`src/rtl/sema_pkg.sv`:
```
package sema_pkg;
  localparam int unsigned REG_W = 32;
  localparam logic [7:0] OFS_STATUS = 8'h00;
  localparam logic [7:0] OFS_SET    = 8'h04;
  localparam logic [7:0] OFS_CLR    = 8'h08;

  typedef enum logic [1:0] {
    CH_REQ    = 2'd0,
    CH_QUEUED = 2'd1,
    CH_FREE   = 2'd2,
    CH_RESP   = 2'd3
  } ch_state_e;
endpackage

```
`src/rtl/sema_rst_sync.sv`:
```
module sema_rst_sync (
  input  logic clk,
  input  logic arst_n,
  output logic rst_n_o
);
  logic [1:0] sync_q;

  always_ff @(posedge clk or negedge arst_n) begin
    if (!arst_n) sync_q <= 2'b00;
    else         sync_q <= {sync_q[0], 1'b1};
  end

  assign rst_n_o = sync_q[1];
endmodule

```
`src/rtl/sema_port_dec.sv`:
```
module sema_port_dec
  import sema_pkg::*;
#(
  parameter int unsigned ADDR_W = 4,
  parameter int unsigned STAT_W = 16
) (
  input  logic              clk,
  input  logic              rst_n,
  input  logic              wr_i,
  input  logic [ADDR_W-1:0] addr_i,
  input  logic [REG_W-1:0]  wdata_i,
  input  logic [STAT_W-1:0] status_i,
  output logic [STAT_W-1:0] set_o,
  output logic [STAT_W-1:0] clr_o,
  output logic [REG_W-1:0]  rdata_o
);
  logic sel_status, sel_set, sel_clr;
  logic unused_wdata_hi;

  assign sel_status = (addr_i == ADDR_W'(OFS_STATUS));
  assign sel_set    = (addr_i == ADDR_W'(OFS_SET));
  assign sel_clr    = (addr_i == ADDR_W'(OFS_CLR));

  always_comb begin
    set_o = '0;
    clr_o = '0;
    if (wr_i && sel_set) set_o = wdata_i[STAT_W-1:0];
    if (wr_i && sel_clr) clr_o = wdata_i[STAT_W-1:0];
  end

  always_comb begin
    rdata_o = '0;
    if (sel_status) rdata_o[STAT_W-1:0] = status_i;
  end

  assign unused_wdata_hi = ^wdata_i;

  // a single write never drives both the set and the clear mask
  p_one_op_r7: assert property (@(posedge clk) disable iff (!rst_n)
    !((|set_o) && (|clr_o)));
endmodule

```
`src/rtl/sema_chan_cell.sv`:
```
module sema_chan_cell
  import sema_pkg::*;
(
  input  logic       clk,
  input  logic       rst_n,
  input  logic [1:0] set_i,
  input  logic [1:0] clr_i,
  output logic [1:0] state_o
);
  logic [1:0] state_q, state_d;
  logic       state_en;

  assign state_en = (|set_i) | (|clr_i);

  always_comb begin
    state_d = (state_q | set_i) & ~clr_i;
  end

  always_ff @(posedge clk or negedge rst_n) begin
    if (!rst_n)        state_q <= CH_FREE;
    else if (state_en) state_q <= state_d;
  end

  assign state_o = state_q;

  p_set_applies_r3: assert property (@(posedge clk) disable iff (!rst_n)
    |(set_i & ~clr_i) |=> ((state_o & $past(set_i & ~clr_i)) == $past(set_i & ~clr_i)));
  p_clear_wins_r5: assert property (@(posedge clk) disable iff (!rst_n)
    |clr_i |=> ((state_o & $past(clr_i)) == 2'b00));
  p_hold_r4: assert property (@(posedge clk) disable iff (!rst_n)
    ((set_i | clr_i) == 2'b00) |=> $stable(state_o));
  p_reset_free_r1: assert property (@(posedge clk)
    (rst_n && !$past(rst_n)) |-> (state_o == CH_FREE));
endmodule

```
`src/rtl/sema_irq.sv`:
```
module sema_irq
  import sema_pkg::*;
#(
  parameter int unsigned NUM_CH = 8
) (
  input  logic [2*NUM_CH-1:0] status_i,
  output logic                req_pending_o,
  output logic                resp_pending_o
);
  logic [NUM_CH-1:0] is_req, is_resp;

  for (genvar c = 0; c < NUM_CH; c++) begin : g_ch
    assign is_req[c]  = (status_i[2*c +: 2] == CH_REQ);
    assign is_resp[c] = (status_i[2*c +: 2] == CH_RESP);
  end

  assign req_pending_o  = |is_req;
  assign resp_pending_o = |is_resp;
endmodule

```
`src/rtl/chan_handshake_sema.sv`:
```
module chan_handshake_sema
  import sema_pkg::*;
#(
  parameter int unsigned NUM_CH = 8,
  parameter int unsigned ADDR_W = 4
) (
  input  logic              clk,
  input  logic              arst_n,
  input  logic              req_wr,
  input  logic [ADDR_W-1:0] req_addr,
  input  logic [31:0]       req_wdata,
  output logic [31:0]       req_rdata,
  input  logic              rsp_wr,
  input  logic [ADDR_W-1:0] rsp_addr,
  input  logic [31:0]       rsp_wdata,
  output logic [31:0]       rsp_rdata,
  output logic              irq_to_req,
  output logic              irq_to_resp
);
  localparam int unsigned STAT_W = 2 * NUM_CH;

  logic              rst_n;
  logic [STAT_W-1:0] status;
  logic [STAT_W-1:0] req_set, req_clr, rsp_set, rsp_clr;
  logic [STAT_W-1:0] set_all, clr_all;

  sema_rst_sync u_rst (.clk(clk), .arst_n(arst_n), .rst_n_o(rst_n));

  sema_port_dec #(.ADDR_W(ADDR_W), .STAT_W(STAT_W)) u_dec_req (
    .clk(clk), .rst_n(rst_n), .wr_i(req_wr), .addr_i(req_addr),
    .wdata_i(req_wdata), .status_i(status),
    .set_o(req_set), .clr_o(req_clr), .rdata_o(req_rdata));

  sema_port_dec #(.ADDR_W(ADDR_W), .STAT_W(STAT_W)) u_dec_rsp (
    .clk(clk), .rst_n(rst_n), .wr_i(rsp_wr), .addr_i(rsp_addr),
    .wdata_i(rsp_wdata), .status_i(status),
    .set_o(rsp_set), .clr_o(rsp_clr), .rdata_o(rsp_rdata));

  assign set_all = req_set | rsp_set;
  assign clr_all = req_clr | rsp_clr;

  for (genvar c = 0; c < NUM_CH; c++) begin : g_cell
    sema_chan_cell u_cell (
      .clk(clk), .rst_n(rst_n),
      .set_i(set_all[2*c +: 2]), .clr_i(clr_all[2*c +: 2]),
      .state_o(status[2*c +: 2]));
  end

  sema_irq #(.NUM_CH(NUM_CH)) u_irq (
    .status_i(status), .req_pending_o(irq_to_resp), .resp_pending_o(irq_to_req));

  p_read_agree_r2: assert property (@(posedge clk) disable iff (!rst_n)
    (req_addr == rsp_addr) |-> (req_rdata == rsp_rdata));
  p_resp_irq_cause_r9: assert property (@(posedge clk) disable iff (!rst_n)
    $rose(irq_to_req) |-> $past(req_wr || rsp_wr));
  p_req_irq_cause_r8: assert property (@(posedge clk) disable iff (!rst_n)
    $rose(irq_to_resp) |-> $past(req_wr || rsp_wr));
  p_reset_quiet_r1: assert property (@(posedge clk)
    (rst_n && !$past(rst_n)) |-> (!irq_to_req && !irq_to_resp));
endmodule

```
`config.mk`:
```
export PLATFORM = sky130hd
export DESIGN_NAME = chan_handshake_sema
export DESIGN_NICKNAME = d
export VERILOG_FILES = /design/src/rtl/sema_pkg.sv /design/src/rtl/sema_rst_sync.sv /design/src/rtl/sema_port_dec.sv /design/src/rtl/sema_chan_cell.sv /design/src/rtl/sema_irq.sv /design/src/rtl/chan_handshake_sema.sv
export SDC_FILE = /design/constraint.sdc
export NUM_CORES = 1
export LEC_CHECK = 0
export BUFFER_PORTS_ARGS = -buffer_cell sky130_fd_sc_hd__buf_2
export CAP_MARGIN = 15
export CORE_AREA = 2 2 69 71
export CTS_CLUSTER_DIAMETER = 30
export DETAILED_ROUTE_END_ITERATION = 6
export DIE_AREA = 0 0 71 73
export PLACE_DENSITY = 0.9
export SLEW_MARGIN = 15
export SYNTH_ARGS = -nofsm -noshare
export SYNTH_HDL_FRONTEND = slang
export SYNTH_SLANG_ARGS = --single-unit
```
`constraint.sdc`:
```
create_clock -name clk -period 2.5 [get_ports clk]
set_input_delay 0.75 -clock clk [delete_from_list [all_inputs] [get_ports clk]]
set_output_delay 0.75 -clock clk [all_outputs]
set_load 0.05 [all_outputs]
```
# After elaboration in Yosys (flattened, before gate mapping)
# Cells that the tools add are included.
classes:
  n_eq_ne: 12
  bitwise: 34
  reduce_logical: 32
  n_mux: 6
ops:
  columns: ["cell", "n"]
  rows:
  - ["two-way mux 16 bit", 6]
  - ["bitwise OR 16 bit", 2]
  - ["OR reduction 2 bit", 16]
  - ["bitwise AND 2 bit", 8]
  - ["== test 2 bit, second input constant", 8]
  - ["zero test 2 bit", 8]
  - ["NOT 2 bit", 8]
  - ["bitwise OR 2 bit", 8]
  - ["OR reduction 8 bit", 2]
  - ["== test 4 x 3 -> 1 bit, second input constant", 2]
  - ["== test 4 bit, second input constant", 2]
  - ["zero test 4 bit", 2]
  - ["bitwise OR 1 bit", 8]
  - ["logical AND 1 bit", 4]
word_totals:
  output_inout_bits: 66
  register_bits: 18

# Depth between registers and ports, before layout
# Gate-level depths: netlist of run 1.
logic_depth:
  depth_word: 6
  depth_mapped: 5
  depth_no_buf: 3

# Hierarchy
# Synthesis of run 1 repeated with hierarchy kept, for this count alone.
hier_totals:
  hier_cells: 303
  area_unflattened_um2: 2419.8
by_module_without_submodules:
  columns: ["module", "area_each_um2", "instances", "seq_area_each_um2", "cells_each"]
  rows:
  - ["sema_port_dec", 763.2, 2, 0.0, 113]
  - ["sema_chan_cell", 71.3, 8, 51.3, 4]
  - ["chan_handshake_sema", 200.2, 1, 0.0, 32]
  - ["sema_irq", 68.8, 1, 0.0, 10]
  - ["sema_rst_sync", 53.8, 1, 50.0, 3]

# Least setup slack after synthesis of run 1
# Ideal clock, no wire load.
synth_timing:
  kind: "input to output"
  from: "input port req_addr[2]"
  to: "output port req_rdata[10]"
  t_arrival_ps: 1820
  setup_slack_ps: -70
  path_stages: 3
  path_cell_list: "nor4_2 clkbuf_1 and2_1"
synth_between:
  elab_chain_len: 2
synth_rtl:
  columns: ["item", "line_no", "source"]
  rows:
  - ["start, declared", "chan_handshake_sema.sv:10", "input logic [ADDR_W-1:0] req_addr,"]
  - ["zero test 4 bit", "sema_port_dec.sv:20", "assign sel_status = (addr_i == ADDR_W'(OFS_STATUS));"]
  - ["two-way mux 16 bit", "sema_port_dec.sv:33", "if (sel_status) rdata_o[STAT_W-1:0] = status_i;"]
  - ["end, declared", "chan_handshake_sema.sv:12", "output logic [31:0] req_rdata,"]
# Every way passes these cells.

# Worst setup path in the final report of run 1
layout_timing:
  from: "input port req_addr[0]"
  to: "output port req_rdata[3]"
# Same word-level chain as after synthesis.

==> metrics.yaml, run 1 <==
cap_violations: 0
synth_warnings: 0
synthToLayoutAreaGrowth_pct: 47.9
p_per_area_nw_per_um2: 532
p_leak_nw: 1.14
switching_power_mw: 0.549
cts_sinks: 18
wirelength_um: 5340
crit_fanout: 8
finalHoldViolCount: 0
power_frac_clock_pct: 18.7
power.internal_mw: 0.740
grt_pass1_wl_um: 6800
cts_buffers: 3
max_stage_delay_ns: 0.40
p_comb_share_pct: 42.0
fin_crit_ns: 2.51
ys_ff_latch: 18
clock-root-buffer: "clkbuf_8"
crit_slowest_cell: "nor4_4"
path_clk_slew_ns: 0.07
setup_viol: 9
cts_tree: "done"
placed_area_um2: 1960
grt_pass1_vias: 1491
detail_route.wl_per_cell_um: 17.2
slew_viol_final: 0
tns_ns: -0.0552
failed_checks: "negative setup slack"
post-dp-hpwl_um: 3440
critical_path.cell_chain: "buf_8, nor4_4, buf_6, and2_4, buf_8"
htree_levels: 1
placementRows: 25
cpMostUsedCell: "buf_8"
fin_crit_sh_pct: 101
swShare_pct: 42.6
clock_latency_ns: 0.25
drt_first_pass_iters: 4
cp.required_ns: 1.75
fmax_mhz: 398
yosysSeqAreaShare_pct: 28.1
finish.instance_area_um2: 2420
clk_path_buf_depth: 2
crit_type: "input port to primary output"
drive_above_1_share_pct: 55.6
seqPwrFrac_pct: 39.3
grt_max_degree: 33
vias: 1704
fillers: 394
status: "finished, violations left"
irDropWorstVdd_v: 0.000236
clock_skew_ns: 0.00513
setup_slack_ns: -0.0140
dieHeight_um: 73
grt.overflow.total: 0
critical_path.startpoint_type: "input port"
initial_utilization_pct: 36.1
synth.distinct_cells: 24
numPortBuffers: 77
core_um2: 4540
die_w_um: 71
ios: 142
syn_avg_cell_area_um2: 9.14
rsz0062_at_grt: "true"
slew_headroom_pct: 39.5
synthesis.instances: 179
die-area_um2: 5180
drcViolationCount: 0
netlist_area_um2: 1640
grt_usage_pct: 16.4
antenna_found_initial: 0
crit_path_end_kind: "primary output"
hold_class: "input port to async pin"
n_antenna_cell: 0
worst_pin_slew_ns: 0.906
hold_buffers: 0
via_per_inst: 5.48
arrival_ns: 1.76
antenna_left: 0
nets: 334
drt_iter0_markers: 117
gp_congestion: 0.797
logic make-up (layout without fill, tap and decap cells):
family / after synthesis / count (layout) / share of synthesized area, %
compound gates: 40 / 40 / 22.2
buf+inv: 45 / 92 / 20.0
simple gates: 74 / 74 / 29.2
flops: 18 / 18 / 28.1
other cells: 2 / 33 / 0.459
critical path, delay by kind of cell:
family                 cells  cell delay (ns)
and+or+nand+nor            2             0.56
buffers and inverters      3             0.45
synthesized netlist by cell type:
| library cell | count | area, um^2 |
|---|---|---|
| a22oi_1 | 4 | 30.0 |
| dfstp_2 | 8 | 210 |
| buf_2 | 4 | 20.0 |
| dfrtp_1 | 10 | 250 |
| nor3b_2 | 1 | 12.5 |
| a221oi_1 | 5 | 43.8 |
| and3b_1 | 1 | 8.76 |
| clkbuf_2 | 1 | 5.00 |
| o22ai_1 | 4 | 25.0 |
| and3_1 | 16 | 100 |
| buf_12 | 1 | 20.0 |
| buf_6 | 1 | 11.3 |
| nor4_2 | 2 | 25.0 |
| a31oi_1 | 16 | 100 |
| a221oi_2 | 11 | 165 |
| clkbuf_1 | 4 | 15.0 |
| nor3b_4 | 1 | 18.8 |
| buf_4 | 34 | 255 |
| nand4_1 | 1 | 6.26 |
| nor2b_1 | 3 | 18.8 |
| nand3_1 | 16 | 80.1 |
| or4_1 | 1 | 7.51 |
| and2_1 | 32 | 200 |
| conb_1 | 2 | 7.51 |
sequential cells by signal, indices dropped and copies added (netlist names):
name,cells
u_rst.sync_q,2
g_cell.u_cell.state_o,16
what timing repair did:
| item | CTS | global route |
|---|---|---|
| pin swaps | 0 | 5 |
| setup buffers | 0 | 1 |
| gates resized for setup | 18 | 127 |
| gates cloned | 0 | 2 |
| setup endpoints to repair | 18 | 32 |
metal layers:
metal	GRT usage [%]	vias up	wire length (um)
met1	17.0	830	1730
met4	8.18	0	176
met2	30.9	92	3080
met5	0	-	0
met3	3.87	22	358
li1	-	760	-
worst paths after layout:
| check | end | start | cells after the start | slack (ns) |
|---|---|---|---|---|
| hold / removal | u_rst.sync_q[1] | arst_n | 1 | 0.27 |
| setup reg to reg | g_cell[0].u_cell.state_o[1] | g_cell[0].u_cell.state_o[1] | 2 | 1.45 |
| min in group clk | u_rst.sync_q[1] | u_rst.sync_q[0] | 0 | 0.36 |
| setup / recovery | req_rdata[3] | req_addr[0] | 5 | -0.01 |
| hold reg to reg | g_cell[2].u_cell.state_o[0] | u_rst.sync_q[1] | 0 | 0.27 |
| max in group asynchronous | g_cell[0].u_cell.state_o[0] | u_rst.sync_q[1] | 0 | 1.80 |
power groups by stage:
stage / Sequential (mW) / Clock [mW] / Combinational (mW)
2_1_floorplan: 0.454 / 0 / 0.430
3_3_place_gp: 0.494 / 0 / 0.471
3_5_place_dp: 0.499 / 0 / 0.484
4_1_cts: 0.494 / 0.240 / 0.490
5_1_grt: 0.523 / 0.251 / 0.574
6_report: 0.507 / 0.241 / 0.541
final cells by class:
cell class                      count  area [um^2]  area share [%]
Clock buffer                        4         55.1            2.27
Tap cell                           54         67.6            2.79
Multi-Input combinational cell    147         1050            43.3
Sequential cell                    18          460            19.0
Timing Repair Buffer               88          791            32.7
layout by cell type (no fill, tap or decap), types with 5 or more instances in the layout:
| cell | n |
|---|---|
| a221oi_1 | 5 |
| buf_4 | 7 |
| dfrtp_1 | 10 |
| and2_2 | 5 |
| and2_4 | 23 |
| and3_1 | 16 |
| buf_8 | 22 |
| nand3_1 | 16 |
| buf_2 | 41 |
| a31oi_1 | 16 |
| conb_1 | 33 |
| buf_6 | 18 |
| a221oi_2 | 11 |
| dfstp_2 | 8 |
metrics by stage:
step | power [mW] | cells | utilization, % | setup slack, ns | hold WS [ns]
final | 1.29 | 311 | 53.4 | -0.0140 | 0.266
after global routing | 1.35 | 311 | 53.4 | -0.0231 | 0.264
after CTS | 1.22 | 308 | 45.5 | 0.00122 | 0.267
after detailed placement | 0.983 | 304 | 43.3 | -0.0248 | 0.285
after global placement | 0.965 | 304 | 43.3 | 0.0145 | 0.277
after floorplan | 0.884 | 210 | - | 0.0562 | 0.194
No activity file was read; power rests on OpenSTA's default activity.
==> inputs of run 2 (changes only) <==
--- a/config.mk
+++ b/config.mk
@@ -7,11 +7,11 @@
 export LEC_CHECK = 0
 export BUFFER_PORTS_ARGS = -buffer_cell sky130_fd_sc_hd__buf_2
 export CAP_MARGIN = 15
-export CORE_AREA = 2 2 69 71
+export CORE_AREA = 2 2 59 83
 export CTS_CLUSTER_DIAMETER = 30
 export DETAILED_ROUTE_END_ITERATION = 6
-export DIE_AREA = 0 0 71 73
-export PLACE_DENSITY = 0.9
+export DIE_AREA = 0 0 61 85
+export PLACE_DENSITY = 0.89
 export SLEW_MARGIN = 15
 export SYNTH_ARGS = -nofsm -noshare
 export SYNTH_HDL_FRONTEND = slang
==> metrics.yaml, run 2 (synthesized netlist as in run 1, its figures left out) <==
drive_above_1_share_pct: 52.9  # -2.7 points
crit_fanout: 8  # unchanged
reg2reg_slack_ns: 1.48  # +0.03 ns
most-common-layout-cells: "buf_2 (43), conb_1 (33), buf_4 (22), and2_2 (20)"
status: "completed"
critical_path.startpoint_type: "input port"
cts_sinks: 18  # unchanged
setup_viol: 0  # -9
drcViolationCount: 0  # unchanged
drt_first_pass_iters: 4  # unchanged
total_power_mw: 1.22  # -5.5%
grt_max_degree: 33  # unchanged
post-dp-hpwl_um: 3530  # +2.8%
gp_congestion: 0.774  # -2.9%
cts_tree: "done"
htree_levels: 1  # unchanged
largest_reg_flops: 16  # unchanged
detail_route.wl_per_cell_um: 15.3  # -11%
cp-startpoint: "rsp_addr[1]"
reg2reg_to: "g_cell[0].u_cell.state_o[1]"
slew_headroom_pct: 35.7  # -3.8 points
r2r-start: "g_cell[0].u_cell.state_o[1]"
finalHoldViolCount: 0  # unchanged
placementRows: 29  # +16%
crit_path_end_kind: "primary output"
cap_violations: 0  # unchanged
hold_class: "register to async pin"
fmax_mhz: 406  # +2.0%
ios: 142  # unchanged
core_um2: 4460  # -1.6%
drt_iter0_markers: 25  # -79%
clock_latency_ns: 0.25  # about the same
reg2reg_depth: 2  # unchanged
n_antenna_cell: 0  # unchanged
dieHeight_um: 85  # +16%
clock_skew_ns: 0.00248  # -0.00265 ns
cts_setup_buffers: 0  # unchanged
synthToLayoutAreaGrowth_pct: 37.8
initial_utilization_pct: 36.7  # +0.59 points
numPortBuffers: 77  # unchanged
worst_pin_slew_ns: 0.963  # +0.0566 ns
dp_cells: 314  # +3.3%
tns_ns: 0  # +0.0552 ns
grt_pass1_vias: 1526  # +2.3%
fin_hold_ws_ns: 0.273  # +0.00785 ns
final_common_cell: "buf_2"
cts_buffers: 3  # unchanged
fin_util_pct: 50.5  # -2.9 points
arrival_ns: 1.71  # -0.05 ns
via_per_inst: 5.05  # -7.8%
die_w_um: 61  # -14%
die-area_um2: 5190  # about the same
hold_buffers: 0  # unchanged
fillers: 437  # +11%
path_clk_slew_ns: 0.07  # about the same
grt.overflow.total: 0  # unchanged
clk_path_buf_depth: 2  # unchanged
nets: 334  # unchanged
irDropWorstVdd_v: 0.000207  # -13%
rsz0062_at_grt: "true"
clock-root-buffer: "clkbuf_8"
antenna_left: 0  # unchanged
fin_crit_ns: 2.46  # -0.0502 ns
grt_usage_pct: 18.1  # +1.7 points
antenna_found_initial: 0  # unchanged
instances_no_fill: 319  # +2.6%
p_leak_nw: 1.08  # -5.1%
crit_type: "input port to primary output"
grt_pass1_wl_um: 7250  # +6.6%
fin_crit_sh_pct: 98.6  # -2.0 points
vias: 1611  # -5.5%
p_per_area_nw_per_um2: 540  # +1.5%
wirelength_um: 4880  # -8.6%
cp.required_ns: 1.75  # about the same
slew_viol_final: 0  # unchanged
run 2: cell types whose count changed in the layout (fill, tap and decap cells not counted), sizes merged:
| cell | previous run | this run |
|---|---|---|
| buf | 88 | 87 |
| clkbuf | 4 | 5 |
run 2: worst max path at each step:
stage,to
after CTS,req_rdata[7]
after global placement,req_rdata[3]
after global routing,rsp_rdata[5]
final,rsp_rdata[0]
after detailed placement,req_rdata[3]
after floorplan,req_rdata[10]
run 2: critical path, stage by stage:
cell,delay [ns]
buf_6,0.10
nor4_4,0.35
buf_6,0.19
and2_1,0.13
buf_4,0.19
run 2: power by group:
| group | leakage (nW) | internal (mW) | switching, mW |
|---|---|---|---|
| sequential | 0.204 | 0.390 | 0.110 |
| clock | 0.0228 | 0.113 | 0.0898 |
| combinational | 0.856 | 0.191 | 0.324 |
run 2: area by class of cell:
class | count | area, um^2 | area share, %
multi-input combinational | 147 | 1010 | 45.0
timing repair buffer | 88 | 658 | 29.2
sequential | 18 | 460 | 20.4
tap | 62 | 77.6 | 3.44
clock buffer | 4 | 45.0 | 2.00
run 2: timing repair:
item	in CTS	in global routing
endpoints found under the setup margin	29	31
gates cloned	0	1
resized for setup	31	41
pin swaps	0	1
run 2: metrics by stage:
step / area (um^2) / setup WS, ns
floorplan: 1780 / 0.0562
global route: 2250 / -0.00345
CTS: 2120 / 0.0337
detailed placement: 1990 / -0.0600
global placement: 1990 / -0.0905
finish: 2250 / 0.0362
run 2: per-layer routing:
metal / routed length, um / part of all wire (%) / global-route usage (%)
met5: 0 / 0 / 0
met4: 66 / 1.4 / 4.15
met3: 359 / 7.4 / 3.81
met2: 2610 / 54 / 31.4
met1: 1840 / 38 / 22.4
==> inputs of run 3 (changes only) <==
--- a/config.mk
+++ b/config.mk
@@ -8,6 +8,7 @@
 export BUFFER_PORTS_ARGS = -buffer_cell sky130_fd_sc_hd__buf_2
 export CAP_MARGIN = 15
 export CORE_AREA = 2 2 59 83
+export CTS_BUF_LIST = sky130_fd_sc_hd__clkbuf_16
 export CTS_CLUSTER_DIAMETER = 30
 export DETAILED_ROUTE_END_ITERATION = 6
 export DIE_AREA = 0 0 61 85
==> metrics.yaml, run 3 (synthesized netlist as in run 1, its figures left out) <==
grt_usage_pct: 18.3  # +0.24 points
grt_max_degree: 33  # unchanged
wirelength_um: 4900  # +0.45%
cp.depth: 5  # unchanged
synthToLayoutAreaGrowth_pct: 39.8
gp_congestion: 0.774  # unchanged
seqPwrFrac_pct: 37.5  # -3.6 points
hold_class: "register to async pin"
crit_path_end_kind: "primary output"
irDropWorstVdd_v: 0.000222  # +7.4%
cpMostUsedCell: "buf_6"
clk_path_buf_depth: 2  # unchanged
critical_path.startpoint_type: "input port"
initial_utilization_pct: 36.7  # unchanged
p_per_area_nw_per_um2: 582  # +7.8%
fmax_mhz: 406  # about the same
antenna_found_initial: 0  # unchanged
drt_first_pass_iters: 5  # +1
clock_latency_ns: 0.24  # about the same
worst_pin_slew_ns: 0.975  # +0.0126 ns
routed-wl-met2_um: 2640  # +0.92%
p_leak_nw: 1.10  # +1.8%
die-area_um2: 5190  # unchanged
arrival_ns: 1.71  # about the same
n_antenna_cell: 0  # unchanged
dp_cells: 314  # unchanged
final_common_cell: "buf_2"
fin_hold_ws_ns: 0.274  # +0.000976 ns
detail_route.wl_per_cell_um: 15.4  # +0.45%
largest_reg_flops: 16  # unchanged
grt_pass1_vias: 1543  # +1.1%
fin_util_pct: 51.3  # +0.76 points
drt_iter0_markers: 58  # +130%
detail_route.wirelength.met1_um: 1840  # +0.16%
place_ws_ns: -0.0600  # unchanged
crit_type: "input port to primary output"
drive_above_1_share_pct: 52.9  # unchanged
antenna_left: 0  # unchanged
cts_buffers: 3  # unchanged
power_frac_clock_pct: 23.6  # +7.0 points
via_per_inst: 5.01  # -0.74%
cts_tree: "done"
path_buf_inv: 3  # unchanged
swShare_pct: 40.4  # -2.6 points
core_um2: 4460  # unchanged
post-dp-hpwl_um: 3530  # unchanged
setup_slack_ns: 0.0363  # +0.000155 ns
drcViolationCount: 0  # unchanged
crit_slowest_cell: "nor4_4"
path_delay_family: "simple AND/OR/NAND/NOR gates"
total_power_mw: 1.33  # +9.4%
cts_setup_buffers: 0  # unchanged
power.internal_mw: 0.794  # +14%
vias: 1599  # -0.74%
numPortBuffers: 77  # unchanged
instances_no_fill: 319  # unchanged
slew_viol_final: 0  # unchanged
cp.required_ns: 1.75  # about the same
finalHoldViolCount: 0  # unchanged
crit_fanout: 8  # unchanged
most-common-layout-cells: "buf_2 (43), conb_1 (33), buf_4 (22), and2_2 (20)"
max_stage_delay_ns: 0.36  # about the same
fin_crit_ns: 2.46  # -0.000155 ns
fin_crit_sh_pct: 98.5  # about the same
reg2reg_depth: 2  # unchanged
grt.overflow.total: 0  # unchanged
clock_skew_ns: 0.00147  # -0.00101 ns
htree_levels: 1  # unchanged
cts_sinks: 18  # unchanged
nets: 334  # unchanged
path_clk_slew_ns: 0.05  # -0.02 ns
switching_power_mw: 0.539  # +2.8%
ios: 142  # unchanged
die_w_um: 61  # unchanged
finish.instance_area_um2: 2290  # +1.5%
placementRows: 29  # unchanged
tns_ns: 0  # unchanged
clock-root-buffer: "clkbuf_16"
placed_area_um2: 1990  # unchanged
p_comb_share_pct: 38.8  # -3.5 points
setup_viol: 0  # unchanged
grt_pass1_wl_um: 7300  # +0.68%
cap_violations: 0  # unchanged
critical_path.cell_chain: "buf_6, nor4_4, buf_6, and2_1, buf_4"
rsz0062_at_grt: "true"
dr_wl_met3_um: 341  # -5.0%
slew_headroom_pct: 34.9  # -0.84 points
top_layer_used: "met4"
status: "completed"
dieHeight_um: 85  # unchanged
run 3: power groups by stage:
stage               Clock (mW)  Sequential, mW  Combinational, mW
global placement             0           0.504              0.475
finish                   0.315           0.500              0.518
detailed placement           0           0.507              0.487
CTS                      0.320           0.502              0.499
global route             0.336           0.519              0.553
floorplan                    0           0.454              0.430
run 3: what timing repair did:
action	4_1_cts	5_1_grt
pin swaps	0	1
cloned	0	1
resized for setup	31	41
hold buffers	0	0
hold endpoints to repair	0	0
setup endpoints to repair	29	31
run 3: cell type report:
class                   instances  area (um^2)
clock inverters                 1         3.75
well taps                      62         77.6
repair buffers                 88          658
fillers                       432         2170
clock buffers                   3         75.1
flip-flops and latches         18          460
multi-input cells             147         1010
run 3: path summary, 6_finish.rpt:
check / endpoint / start / slack (ns)
setup / recovery: rsp_rdata[0] / rsp_addr[1] / 0.04
hold / removal: g_cell[1].u_cell.state_o[0] / u_rst.sync_q[1] / 0.27
setup reg to reg: g_cell[0].u_cell.state_o[1] / g_cell[0].u_cell.state_o[1] / 1.49
hold reg to reg: g_cell[1].u_cell.state_o[0] / u_rst.sync_q[1] / 0.27
max in group asynchronous: g_cell[6].u_cell.state_o[0] / u_rst.sync_q[1] / 1.80
min in group clk: u_rst.sync_q[1] / u_rst.sync_q[0] / 0.35
run 3: routing by layer:
| layer | track usage (%) | up-vias |
|---|---|---|
| met5 | 0 | - |
| met2 | 31.7 | 83 |
| li1 | - | 756 |
| met4 | 5.93 | 0 |
| met1 | 22.3 | 753 |
| met3 | 3.35 | 7 |
